===== src/rtl/xcode_route_pkg.sv =====
package xcode_route_pkg;

  localparam int MODE_W = 3;

  typedef enum logic [MODE_W-1:0] {
    M_R32     = 3'd0,
    M_R24     = 3'd1,
    M_R16     = 3'd2,
    M_BYP_NIB = 3'd3,
    M_BYP_SYM = 3'd4,
    M_BYP_PCM = 3'd5,
    M_ALG_RST = 3'd6,
    M_OFF     = 3'd7
  } mode_e;

  // Routing controls derived from one mode code.
  typedef struct packed {
    logic raw;       // take captured bits instead of core result
    logic narrow;    // 2-bit symbols packed into one slot
    logic pcm_pass;  // whole octets between PCM pair and ADPCM line
    logic trunc;     // clear nibble LSB
    logic off;       // direction tristated
    logic alg_rst;   // request algorithm reset
  } route_t;

endpackage


===== src/rtl/xr_mode_decode.sv =====
module xr_mode_decode
  import xcode_route_pkg::*;
(
  input  mode_e  code,
  output route_t rt
);
  always_comb begin
    rt = '0;
    case (code)
      M_R32:     rt = '0;
      M_R24:     rt.trunc = 1'b1;
      M_R16:     rt.narrow = 1'b1;
      M_BYP_NIB: rt.raw = 1'b1;
      M_BYP_SYM: begin rt.raw = 1'b1; rt.narrow = 1'b1; end
      M_BYP_PCM: rt.pcm_pass = 1'b1;
      M_ALG_RST: rt.alg_rst = 1'b1;
      M_OFF:     rt.off = 1'b1;
      default:   rt = '0;
    endcase
  end
endmodule


===== src/rtl/xr_enc_route.sv =====
module xr_enc_route
  import xcode_route_pkg::*;
#(
  parameter int NCH   = 4,
  parameter int OCT_W = 8,
  parameter int NIB_W = 4
) (
  input  route_t                 rt,
  input  logic                   sel,
  input  logic [NCH*OCT_W-1:0]   pcm_cap,
  input  logic [NCH*NIB_W-1:0]   enc_res,
  output logic [NCH*NIB_W-1:0]   adp_word,
  output logic [NCH*NIB_W/OCT_W-1:0] adp_oe
);
  localparam int PCM_W  = NCH * OCT_W;
  localparam int ADP_W  = NCH * NIB_W;
  localparam int SLOT_N = ADP_W / OCT_W;
  localparam int SYM_W  = OCT_W / NCH;

  logic [ADP_W-1:0] nib_word;
  logic [ADP_W-1:0] pass_word;
  logic [OCT_W-1:0] nar_oct;

  for (genvar i = 0; i < NCH; i++) begin : g_ch
    logic [NIB_W-1:0] raw_nib, res_nib, nib;
    assign raw_nib = pcm_cap[PCM_W-1-i*OCT_W -: NIB_W];
    assign res_nib = enc_res[ADP_W-1-i*NIB_W -: NIB_W];
    assign nib = (rt.raw ? raw_nib : res_nib) & ~{{(NIB_W-1){1'b0}}, rt.trunc};
    assign nib_word[ADP_W-1-i*NIB_W -: NIB_W] = nib;
    assign nar_oct[OCT_W-1-i*SYM_W -: SYM_W]  = nib[NIB_W-1 -: SYM_W];
  end

  for (genvar j = 0; j < SLOT_N; j++) begin : g_slot
    assign pass_word[ADP_W-1-j*OCT_W -: OCT_W] =
      sel ? pcm_cap[PCM_W-1-(SLOT_N+j)*OCT_W -: OCT_W]
          : pcm_cap[PCM_W-1-j*OCT_W -: OCT_W];
  end

  always_comb begin
    adp_word = '0;
    adp_oe   = '0;
    if (rt.off) begin
      adp_word = '0;
    end else if (rt.pcm_pass) begin
      adp_word = pass_word;
      adp_oe   = '1;
    end else if (rt.narrow) begin
      for (int j = 0; j < SLOT_N; j++) begin
        if (j == int'(sel)) begin
          adp_word[ADP_W-1-j*OCT_W -: OCT_W] = nar_oct;
          adp_oe[SLOT_N-1-j] = 1'b1;
        end
      end
    end else begin
      adp_word = nib_word;
      adp_oe   = '1;
    end
  end
endmodule


===== src/rtl/xr_dec_route.sv =====
module xr_dec_route
  import xcode_route_pkg::*;
#(
  parameter int NCH   = 4,
  parameter int OCT_W = 8,
  parameter int NIB_W = 4
) (
  input  route_t                 rt,
  input  logic                   sel,
  input  logic [NCH*NIB_W-1:0]   adp_cap,
  input  logic [NCH*OCT_W-1:0]   dec_res,
  output logic [NCH*OCT_W-1:0]   pcm_word,
  output logic [NCH-1:0]         pcm_oe
);
  localparam int PCM_W  = NCH * OCT_W;
  localparam int ADP_W  = NCH * NIB_W;
  localparam int SLOT_N = ADP_W / OCT_W;
  localparam int SYM_W  = OCT_W / NCH;

  for (genvar i = 0; i < NCH; i++) begin : g_ch
    localparam int GRP = i / SLOT_N;
    localparam int POS = i % SLOT_N;
    logic [OCT_W-1:0] res_oct, pass_oct, oct;
    logic [NIB_W-1:0] nib;
    logic [SYM_W-1:0] sym;
    logic             in_grp, en;

    assign res_oct  = dec_res[PCM_W-1-i*OCT_W -: OCT_W];
    assign pass_oct = adp_cap[ADP_W-1-POS*OCT_W -: OCT_W];
    assign nib      = adp_cap[ADP_W-1-i*NIB_W -: NIB_W];
    assign sym      = sel ? adp_cap[OCT_W-1-i*SYM_W -: SYM_W]
                          : adp_cap[ADP_W-1-i*SYM_W -: SYM_W];
    assign in_grp   = (int'(sel) == GRP);

    always_comb begin
      oct = '0;
      en  = 1'b0;
      if (rt.off) begin
        oct = '0;
      end else if (rt.pcm_pass) begin
        oct = in_grp ? pass_oct : '0;
        en  = in_grp;
      end else if (rt.raw && rt.narrow) begin
        oct = {sym, {(OCT_W-SYM_W){1'b0}}};
        en  = 1'b1;
      end else if (rt.raw) begin
        oct = {nib, {(OCT_W-NIB_W){1'b0}}};
        en  = 1'b1;
      end else begin
        oct = res_oct;
        en  = 1'b1;
      end
    end

    assign pcm_word[PCM_W-1-i*OCT_W -: OCT_W] = oct;
    assign pcm_oe[i] = en;
  end
endmodule


===== src/rtl/xcode_frame_router.sv =====
module xcode_frame_router
  import xcode_route_pkg::*;
#(
  parameter int NCH   = 4,
  parameter int OCT_W = 8,
  parameter int NIB_W = 4
) (
  input  logic                   clk,
  input  logic                   rst_n,
  input  logic                   frame_strb,
  input  logic [2:0]             enc_mode,
  input  logic [2:0]             dec_mode,
  input  logic                   slot_sel,
  input  logic [NCH*OCT_W-1:0]   pcm_in,
  input  logic [NCH*NIB_W-1:0]   adpcm_in,
  input  logic [NCH*NIB_W-1:0]   enc_res,
  input  logic [NCH*OCT_W-1:0]   dec_res,
  output logic                   out_valid,
  output logic [NCH*OCT_W-1:0]   pcm_out,
  output logic [NCH-1:0]         pcm_oe,
  output logic [NCH*NIB_W-1:0]   adpcm_out,
  output logic [NCH*NIB_W/OCT_W-1:0] adpcm_oe,
  output logic [NCH*OCT_W-1:0]   core_pcm,
  output logic [NCH*NIB_W-1:0]   core_adpcm,
  output logic                   enc_rst_req,
  output logic                   dec_rst_req
);
  localparam int PCM_W  = NCH * OCT_W;
  localparam int ADP_W  = NCH * NIB_W;
  localparam int SLOT_N = ADP_W / OCT_W;

  // Stage 1: per-frame capture and mode latch
  mode_e             enc_mode_q, dec_mode_q;
  logic              sel_q;
  logic [PCM_W-1:0]  cap_pcm_q;
  logic [ADP_W-1:0]  cap_adp_q;
  logic              s1_vld;

  always_ff @(posedge clk or negedge rst_n) begin
    if (!rst_n) begin
      enc_mode_q <= M_OFF;
      dec_mode_q <= M_OFF;
      sel_q      <= 1'b0;
      cap_pcm_q  <= '0;
      cap_adp_q  <= '0;
      s1_vld     <= 1'b0;
    end else if (frame_strb) begin
      enc_mode_q <= mode_e'(enc_mode);
      dec_mode_q <= mode_e'(dec_mode);
      sel_q      <= slot_sel;
      cap_pcm_q  <= pcm_in;
      cap_adp_q  <= adpcm_in;
      s1_vld     <= 1'b1;
    end
  end

  assign core_pcm   = cap_pcm_q;
  assign core_adpcm = cap_adp_q;

  route_t enc_rt, dec_rt;

  xr_mode_decode u_enc_dec (.code(enc_mode_q), .rt(enc_rt));
  xr_mode_decode u_dec_dec (.code(dec_mode_q), .rt(dec_rt));

  assign enc_rst_req = enc_rt.alg_rst;
  assign dec_rst_req = dec_rt.alg_rst;

  logic [ADP_W-1:0]  enc_word;
  logic [SLOT_N-1:0] enc_oe;
  logic [PCM_W-1:0]  dec_word;
  logic [NCH-1:0]    dec_oe;

  xr_enc_route #(.NCH(NCH), .OCT_W(OCT_W), .NIB_W(NIB_W)) u_enc_route (
    .rt(enc_rt), .sel(sel_q), .pcm_cap(cap_pcm_q), .enc_res(enc_res),
    .adp_word(enc_word), .adp_oe(enc_oe)
  );

  xr_dec_route #(.NCH(NCH), .OCT_W(OCT_W), .NIB_W(NIB_W)) u_dec_route (
    .rt(dec_rt), .sel(sel_q), .adp_cap(cap_adp_q), .dec_res(dec_res),
    .pcm_word(dec_word), .pcm_oe(dec_oe)
  );

  // Stage 2: output registers, loaded at the strobe closing the processing frame
  always_ff @(posedge clk or negedge rst_n) begin
    if (!rst_n) begin
      out_valid <= 1'b0;
      pcm_out   <= '0;
      pcm_oe    <= '0;
      adpcm_out <= '0;
      adpcm_oe  <= '0;
    end else begin
      out_valid <= frame_strb & s1_vld;
      if (frame_strb && s1_vld) begin
        pcm_out   <= dec_word;
        pcm_oe    <= dec_oe;
        adpcm_out <= enc_word;
        adpcm_oe  <= enc_oe;
      end
    end
  end

  // Assertions
  p_valid_after_strobe_r3: assert property (@(posedge clk) disable iff (!rst_n)
    out_valid |-> $past(frame_strb));

  p_out_hold_r3: assert property (@(posedge clk) disable iff (!rst_n)
    !frame_strb |=> ($stable(pcm_out) && $stable(adpcm_out) &&
                     $stable(pcm_oe) && $stable(adpcm_oe)));

  p_mode_hold_r2: assert property (@(posedge clk) disable iff (!rst_n)
    !frame_strb |=> ($stable(enc_mode_q) && $stable(dec_mode_q) && $stable(sel_q)));

  p_rst_req_edge_r10: assert property (@(posedge clk) disable iff (!rst_n)
    ($rose(enc_rst_req) || $rose(dec_rst_req)) |-> $past(frame_strb));

  p_enc_off_r9: assert property (@(posedge clk) disable iff (!rst_n)
    (out_valid && $past(enc_mode_q) == M_OFF) |-> (adpcm_oe == '0 && adpcm_out == '0));

  p_pcm_pass_pair_r8: assert property (@(posedge clk) disable iff (!rst_n)
    (out_valid && $past(dec_mode_q) == M_BYP_PCM) |-> ($countones(pcm_oe) == SLOT_N));

  p_narrow_one_slot_r5: assert property (@(posedge clk) disable iff (!rst_n)
    (out_valid && ($past(enc_mode_q) == M_R16 || $past(enc_mode_q) == M_BYP_SYM))
      |-> ($countones(adpcm_oe) == 1));

endmodule


===== config.mk =====
export PLATFORM = sky130hd
export DESIGN_NAME = xcode_frame_router
export DESIGN_NICKNAME = d
export VERILOG_FILES = /design/src/rtl/xcode_route_pkg.sv /design/src/rtl/xr_mode_decode.sv /design/src/rtl/xr_enc_route.sv /design/src/rtl/xr_dec_route.sv /design/src/rtl/xcode_frame_router.sv
export SDC_FILE = /design/constraint.sdc
export NUM_CORES = 1
export LEC_CHECK = 0
export BUFFER_PORTS_ARGS = -buffer_cell sky130_fd_sc_hd__buf_2
export CORE_UTILIZATION = 54
export DETAILED_ROUTE_END_ITERATION = 8
export PLACE_DENSITY = 0.87
export SLEW_MARGIN = 40
export SYNTH_ARGS = -nofsm -noshare
export SYNTH_HDL_FRONTEND = slang
export SYNTH_SLANG_ARGS = --single-unit

===== constraint.sdc =====
create_clock -name clk -period 3 [get_ports clk]
set_input_delay 0.15 -clock clk [delete_from_list [all_inputs] [get_ports clk]]
set_output_delay 0.15 -clock clk [all_outputs]
set_load 0.03 [all_outputs]

==> flow_summary.toml, run 1 <==
[layout]
fin_nets = 896
fill_cells = 772
seq_area_sq_um = 2740
multi_input_area_sq_um = 2870
final_cell_mix = "209 x buf_2, 102 x dfrtp_1, 51 x nand2_1"
fin_cells = 931
post-route-util_pct = 72.1
drive_gt1_share_pct = 37.5
diodes = 0
area_growth_pct = 27.7
final_common_cell = "buf_2"

[clock_tree]
cts_buffer_depth = 2
clock-root-buffer = "clkbuf_8"
post-cts-setup-buffers = 0
clk_pin_slew_ps = 110
cts_buffers = 9
cts.htree.levels = 3
worstSkewPairLatency_ps = 370
hold_buffers = 31
cts_tree = "yes"
postCtsResizedCells = 0
cts.sinks = 109

[floorplan]
dieArea_sq_um = 11400
initial_core_util_pct = 56.4
die_h_um = 107
die_w_um = 107
num_rows = 37
ioPinCount = 211
core_area_sq_um = 10500

[worst_setup_path]
cp.required_ps = 3290
crit_type = "reg -> reg"
critPathMaxFanout = 35
critPathCaptureType = "flop"
crit_slowest_cell = "dfstp_2"
critPathMaxStageDelay_ps = 950
crit_family = "flip-flops"
crit_chain = "inv_2 > nor2_1 > a222oi_1 > o21ai_1"
path_buf_inv = 1
start_kind = "flop"
cp.arrival_ps = 2650

[timing]
hold_viol = 0
rsz0062_at_grt = "false"
skew_ps = 10.0
max_slew_margin_pct = 48.4
min_period_ps = 2360
finalCritPeriodShare_pct = 78.7
finalSetupViolCount = 0
fmax_mhz = 424
tns_ps = 0
worst_slew_pin_slew_ps = 771
setup_slack_ps = 639
drv_slew = 0

[hold_path]
hp-class = "in -> reg"

[synthesis]
synth_area_per_cell_sq_um = 10.3
ys_seq_elements = 109
syn-num-nets = 681
synthCells = 575
yosys.cell_types.count = 52
yosys_warnings = 0
ys_seq_area_share_pct = 46.3
synth_area_sq_um = 5910

[power]
powerDensity_nw_per_um2 = 554
ir_drop_v = 0.000384
p_leak_nw = 3.53

[placed_design]
hpwl_um = 12600
dp_cells = 878
portBuffers = 210
gp_congestion = 0.934
pre_cts_ws_ps = 691

[global_routing]
grt_overflow = 0
first_global_vias = 5731
grt_pass1_wl_um = 28800
grt_start_max_net_pins = 72
grt_use_total_pct = 32.7
antenna_found_initial = 0

[detailed_routing]
dr.pass1.iters = 7
routedWlPerCell_um = 19.7
drcViolationCount = 0
drt_iter0_drc = 411
viasPerCell = 6.32
ant_nets = 0
num_vias = 5881
drt_wl_total_um = 18400

[status]
status = "complete, no violations"

[job]
drv_cap = 0
-- area by class of cell --
type | instances | area share [%]
sequential | 109 | 36.3
clock buffer | 12 | 1.92
clock inverter | 4 | 0.631
multi-input combinational | 398 | 38.1
timing repair buffer | 256 | 20.0
inverter | 16 | 0.797
tap | 136 | 2.26
-- metal layers --
metal,GRT usage [%],share of wire [%],vias up
met3,6.93,9.3,57
met2,56.3,50,400
met4,14.6,3.3,0
li1,-,-,2598
met5,0,0,-
met1,39.3,38,2826
-- cells by family after synthesis --
group                  Yosys count  synth area share, %
AO/OA/AOI/OAI                  208                 25.1
AND/OR/NAND/NOR                121                 10.8
flip-flops                     109                 46.3
multiplexers                    69                 12.7
buffers and inverters           68                 5.04
-- metrics by stage --
step                      instance area [sq um]  power, mW  hold WS, ps
final                                      7540       4.17         16.5
after global routing                       7540       4.37        0.735
after CTS                                  7480       4.17        0.481
after detailed placement                   6980       3.24          205
after global placement                     6970       3.19          327
after floorplan                            5910       2.77         -146
-- synthesized netlist by cell type, drive strengths merged --
| cell type | n | area share [%] |
|---|---|---|
| a31oi | 5 | 0.53 |
| o311ai | 1 | 0.15 |
| nand2b | 13 | 1.4 |
| nand3b | 6 | 0.76 |
| and2 | 2 | 0.21 |
| o21ai | 42 | 3.6 |
| buf | 34 | 2.9 |
| a211oi | 12 | 1.5 |
| mux2i | 20 | 3.4 |
| o21a | 1 | 0.13 |
| or2 | 2 | 0.21 |
| clkbuf | 18 | 1.1 |
| o22ai | 5 | 0.53 |
| o211ai | 1 | 0.13 |
| nor2 | 7 | 0.49 |
| a2bb2oi | 4 | 0.59 |
| a21o | 15 | 1.9 |
| nand3 | 5 | 0.42 |
| mux2 | 49 | 9.3 |
| nor3b | 4 | 0.59 |
| dfrtp | 103 | 44 |
| a31o | 2 | 0.30 |
| nand4 | 5 | 0.53 |
| nor4 | 1 | 0.11 |
| a221o | 10 | 1.7 |
| nand2 | 52 | 3.3 |
| a21oi | 34 | 2.9 |
| a22oi | 21 | 2.7 |
| inv | 16 | 1.0 |
| a32o | 15 | 2.5 |
| nor3 | 4 | 0.42 |
| o31ai | 1 | 0.13 |
| a222oi | 3 | 0.51 |
| a32oi | 1 | 0.15 |
| a221oi | 16 | 2.4 |
| dfstp | 6 | 2.7 |
| and3 | 4 | 0.42 |
| a22o | 11 | 1.6 |
| o221ai | 6 | 0.89 |
| o2bb2ai | 2 | 0.30 |
| nor2b | 14 | 1.6 |
| and3b | 2 | 0.30 |
-- path summary, 6_finish.rpt --
kind	to	cells after the start	slack [ps]	startpoint
worst max-delay path	pcm_out[4]	4	640	dec_mode_q[1]
worst min-delay path	core_pcm[5]	2	20	pcm_in[5]
worst max register to register	pcm_out[4]	4	640	dec_mode_q[1]
worst min register to register	pcm_out[10]	2	490	pcm_out[10]
max in group asynchronous	core_pcm[13]	3	2000	rst_n
min in group asynchronous	pcm_out[9]	2	350	rst_n
-- power by group --
group,internal [mW],leakage (nW),switching (mW),total [mW]
clock,0.408,0.0964,0.498,0.906
combinational,0.520,2.13,0.853,1.37
sequential,1.67,1.31,0.230,1.90
total,2.59,3.53,1.58,4.17
-- flip-flops by register name (all words and copies together) (netlist names) --
register,count
pcm_oe,2
pcm_out,32
core_pcm,32
dec_mode_q,3
out_valid,1
s1_vld,1
adpcm_out,16
sel_q,1
adpcm_oe,2
enc_mode_q,3
core_adpcm,16
(Power assumes the default switching activity.)
==> run 2, diff against run 1 <==
Settings changed: CORE_UTILIZATION 54 to 46, PLACE_DENSITY 0.87 to 0.79.
Clock period 3 ns to 2 ns, I/O delays scaled along.
==> run 2 against run 1 <==
Worst hold slack worse by 9.8 ps. Critical path depth is 1 higher. Final cell count increased by 7.2%. Clock skew decreased by 3.3 ps. Cell area rose by 5.6%. Largest power group unchanged. First-iteration DRC count shrank 0.24%. Non-clock buffer count is 31 higher. Clock power grew 94%. Flip-flop and latch count stayed put.
==> flow_summary.toml, run 2 (same netlist as run 1, synthesis figures left out) <==
[status]
status = "complete, no violations"

[worst_setup_path]
crit_chain = "buf_4 > nor3b_2 > a22oi_1 > o221ai_1 > a32o_1"
critPathMaxFanout = 11
r2r-start = "enc_mode_q[1]"
cp.arrival_ps = 2220
path_buf_inv = 1
cp-startpoint = "enc_mode_q[1]"
critPathMaxStageDelay_ps = 540
cp.required_ps = 2290
start_kind = "flop"
crit_type = "reg -> reg"
crit_slowest_cell = "dfstp_2"
critPathCaptureType = "flop"
crit_family = "compound AO/OA/AOI/OAI gates"

[floorplan]
die_h_um = 115
core_area_sq_um = 12600
ioPinCount = 211
dieArea_sq_um = 13300
num_rows = 41
initial_core_util_pct = 47.0
die_w_um = 115

[layout]
final_area_sq_um = 7970
diodes = 0
final_cell_mix = "209 x buf_2, 102 x dfrtp_1, 53 x dlygate4sd3_1"
area_growth_pct = 34.9
seq_area_sq_um = 2740
drive_gt1_share_pct = 38.1
fill_cells = 1022
fin_nets = 927
final_common_cell = "buf_2"
multi_input_area_sq_um = 2880

[timing]
rsz0062_at_grt = "false"
finalSetupViolCount = 0
hold_viol = 0
tns_ps = 0
drv_slew = 0
min_period_ps = 1930
worst_slew_pin_slew_ps = 792
max_slew_margin_pct = 47.2
skew_ps = 6.71
fmax_mhz = 517
finalCritPeriodShare_pct = 96.6

[clock_tree]
clk_pin_slew_ps = 70
clock-root-buffer = "clkbuf_16"
cts_buffers = 9
cts.htree.levels = 3
cts_buffer_depth = 2
cts.sinks = 109
cts_tree = "yes"
worstSkewPairLatency_ps = 360

[placed_design]
gp_congestion = 0.908
portBuffers = 210
hpwl_um = 13000
place_area_sq_um = 7140

[power]
p_leak_nw = 3.72
powerDensity_nw_per_um2 = 844
ir_drop_v = 0.000463
power.total_mw = 6.72

[hold_path]
holdCritStartpoint = "adpcm_in[5]"
hp-class = "in -> reg"

[detailed_routing]
drt_wl_total_um = 18800
drt_iter0_drc = 410
viasPerCell = 5.93
ant_nets = 0
dr.pass1.iters = 5
drcViolationCount = 0
num_vias = 5916
routedWlPerCell_um = 18.9

[global_routing]
antenna_found_initial = 0
grt_pass1_wl_um = 29600
first_global_vias = 5847
grt_use_total_pct = 29.3
grt_overflow = 0
grt_start_max_net_pins = 63

[job]
drv_cap = 0
==> run 2: cell count changes in the layout (fill, tap and decap cells not counted) <==
cell / before / now
dlygate4sd3_1: 37 / 53
buf_4: 8 / 23
clkbuf_16: 0 / 9
clkbuf_8: 10 / 3
buf_12: 1 / 2
buf_6: 1 / 0
bufinv_16: 1 / 0
clkbuf_1: 2 / 1
clkinv_4: 0 / 1
clkinvlp_4: 1 / 0
nor2_1: 6 / 5
nor2_2: 1 / 2
==> run 2: timing repair <==
| item | in CTS | in global routing |
|---|---|---|
| hold buffers | 53 | 0 |
| resized for setup | 0 | 1 |
| buffers inserted | 0 | 0 |
| endpoints found under the hold margin | 77 | 0 |
| endpoints found under the setup margin | 0 | 5 |
==> run 2: per-layer routing <==
metal / vias to the layer above / GRT usage, % / part of all wire (%)
met5: - / 0 / 0
met4: 0 / 14.5 / 3.3
met3: 44 / 5.38 / 7.9
met2: 355 / 50.9 / 50
met1: 2847 / 34.8 / 39
li1: 2670 / - / -
==> run 2: stage by stage <==
| stage | std cells | util, % | setup slack [ps] | hold slack (ps) |
|---|---|---|---|---|
| finish | 998 | 63.4 | 67.3 | 6.66 |
| global route | 998 | 63.4 | 31.2 | 10.1 |
| CTS | 998 | 63.4 | 116 | 2.06 |
| detailed placement | 929 | 56.8 | 162 | 92.0 |
| global placement | 929 | 56.8 | 207 | 89.5 |
| floorplan | 575 | - | 331 | -196 |
==> run 2: final cells by class <==
| type | instances | area share (%) |
|---|---|---|
| inverters | 16 | 0.754 |
| flip-flops and latches | 109 | 34.4 |
| repair buffers | 287 | 22.5 |
| well taps | 172 | 2.70 |
| clock buffers | 13 | 3.39 |
| clock inverters | 3 | 0.236 |
| multi-input cells | 398 | 36.1 |
==> run 2: worst paths after layout <==
path	to	slack, ps	depth (start not counted)
worst max-delay path	adpcm_out[0]	70	5
worst min-delay path	core_adpcm[5]	7	2
worst max register to register	adpcm_out[0]	70	5
worst min register to register	pcm_out[18]	470	2
max in group asynchronous	core_pcm[5]	1100	3
min in group asynchronous	pcm_oe[2]	250	2
==> run 2: report_power, final <==
group,total [mW],internal (mW),switching [mW]
Clock,1.76,0.947,0.810
Sequential,2.78,2.50,0.278
Combinational,2.19,0.836,1.35
Total,6.72,4.28,2.44
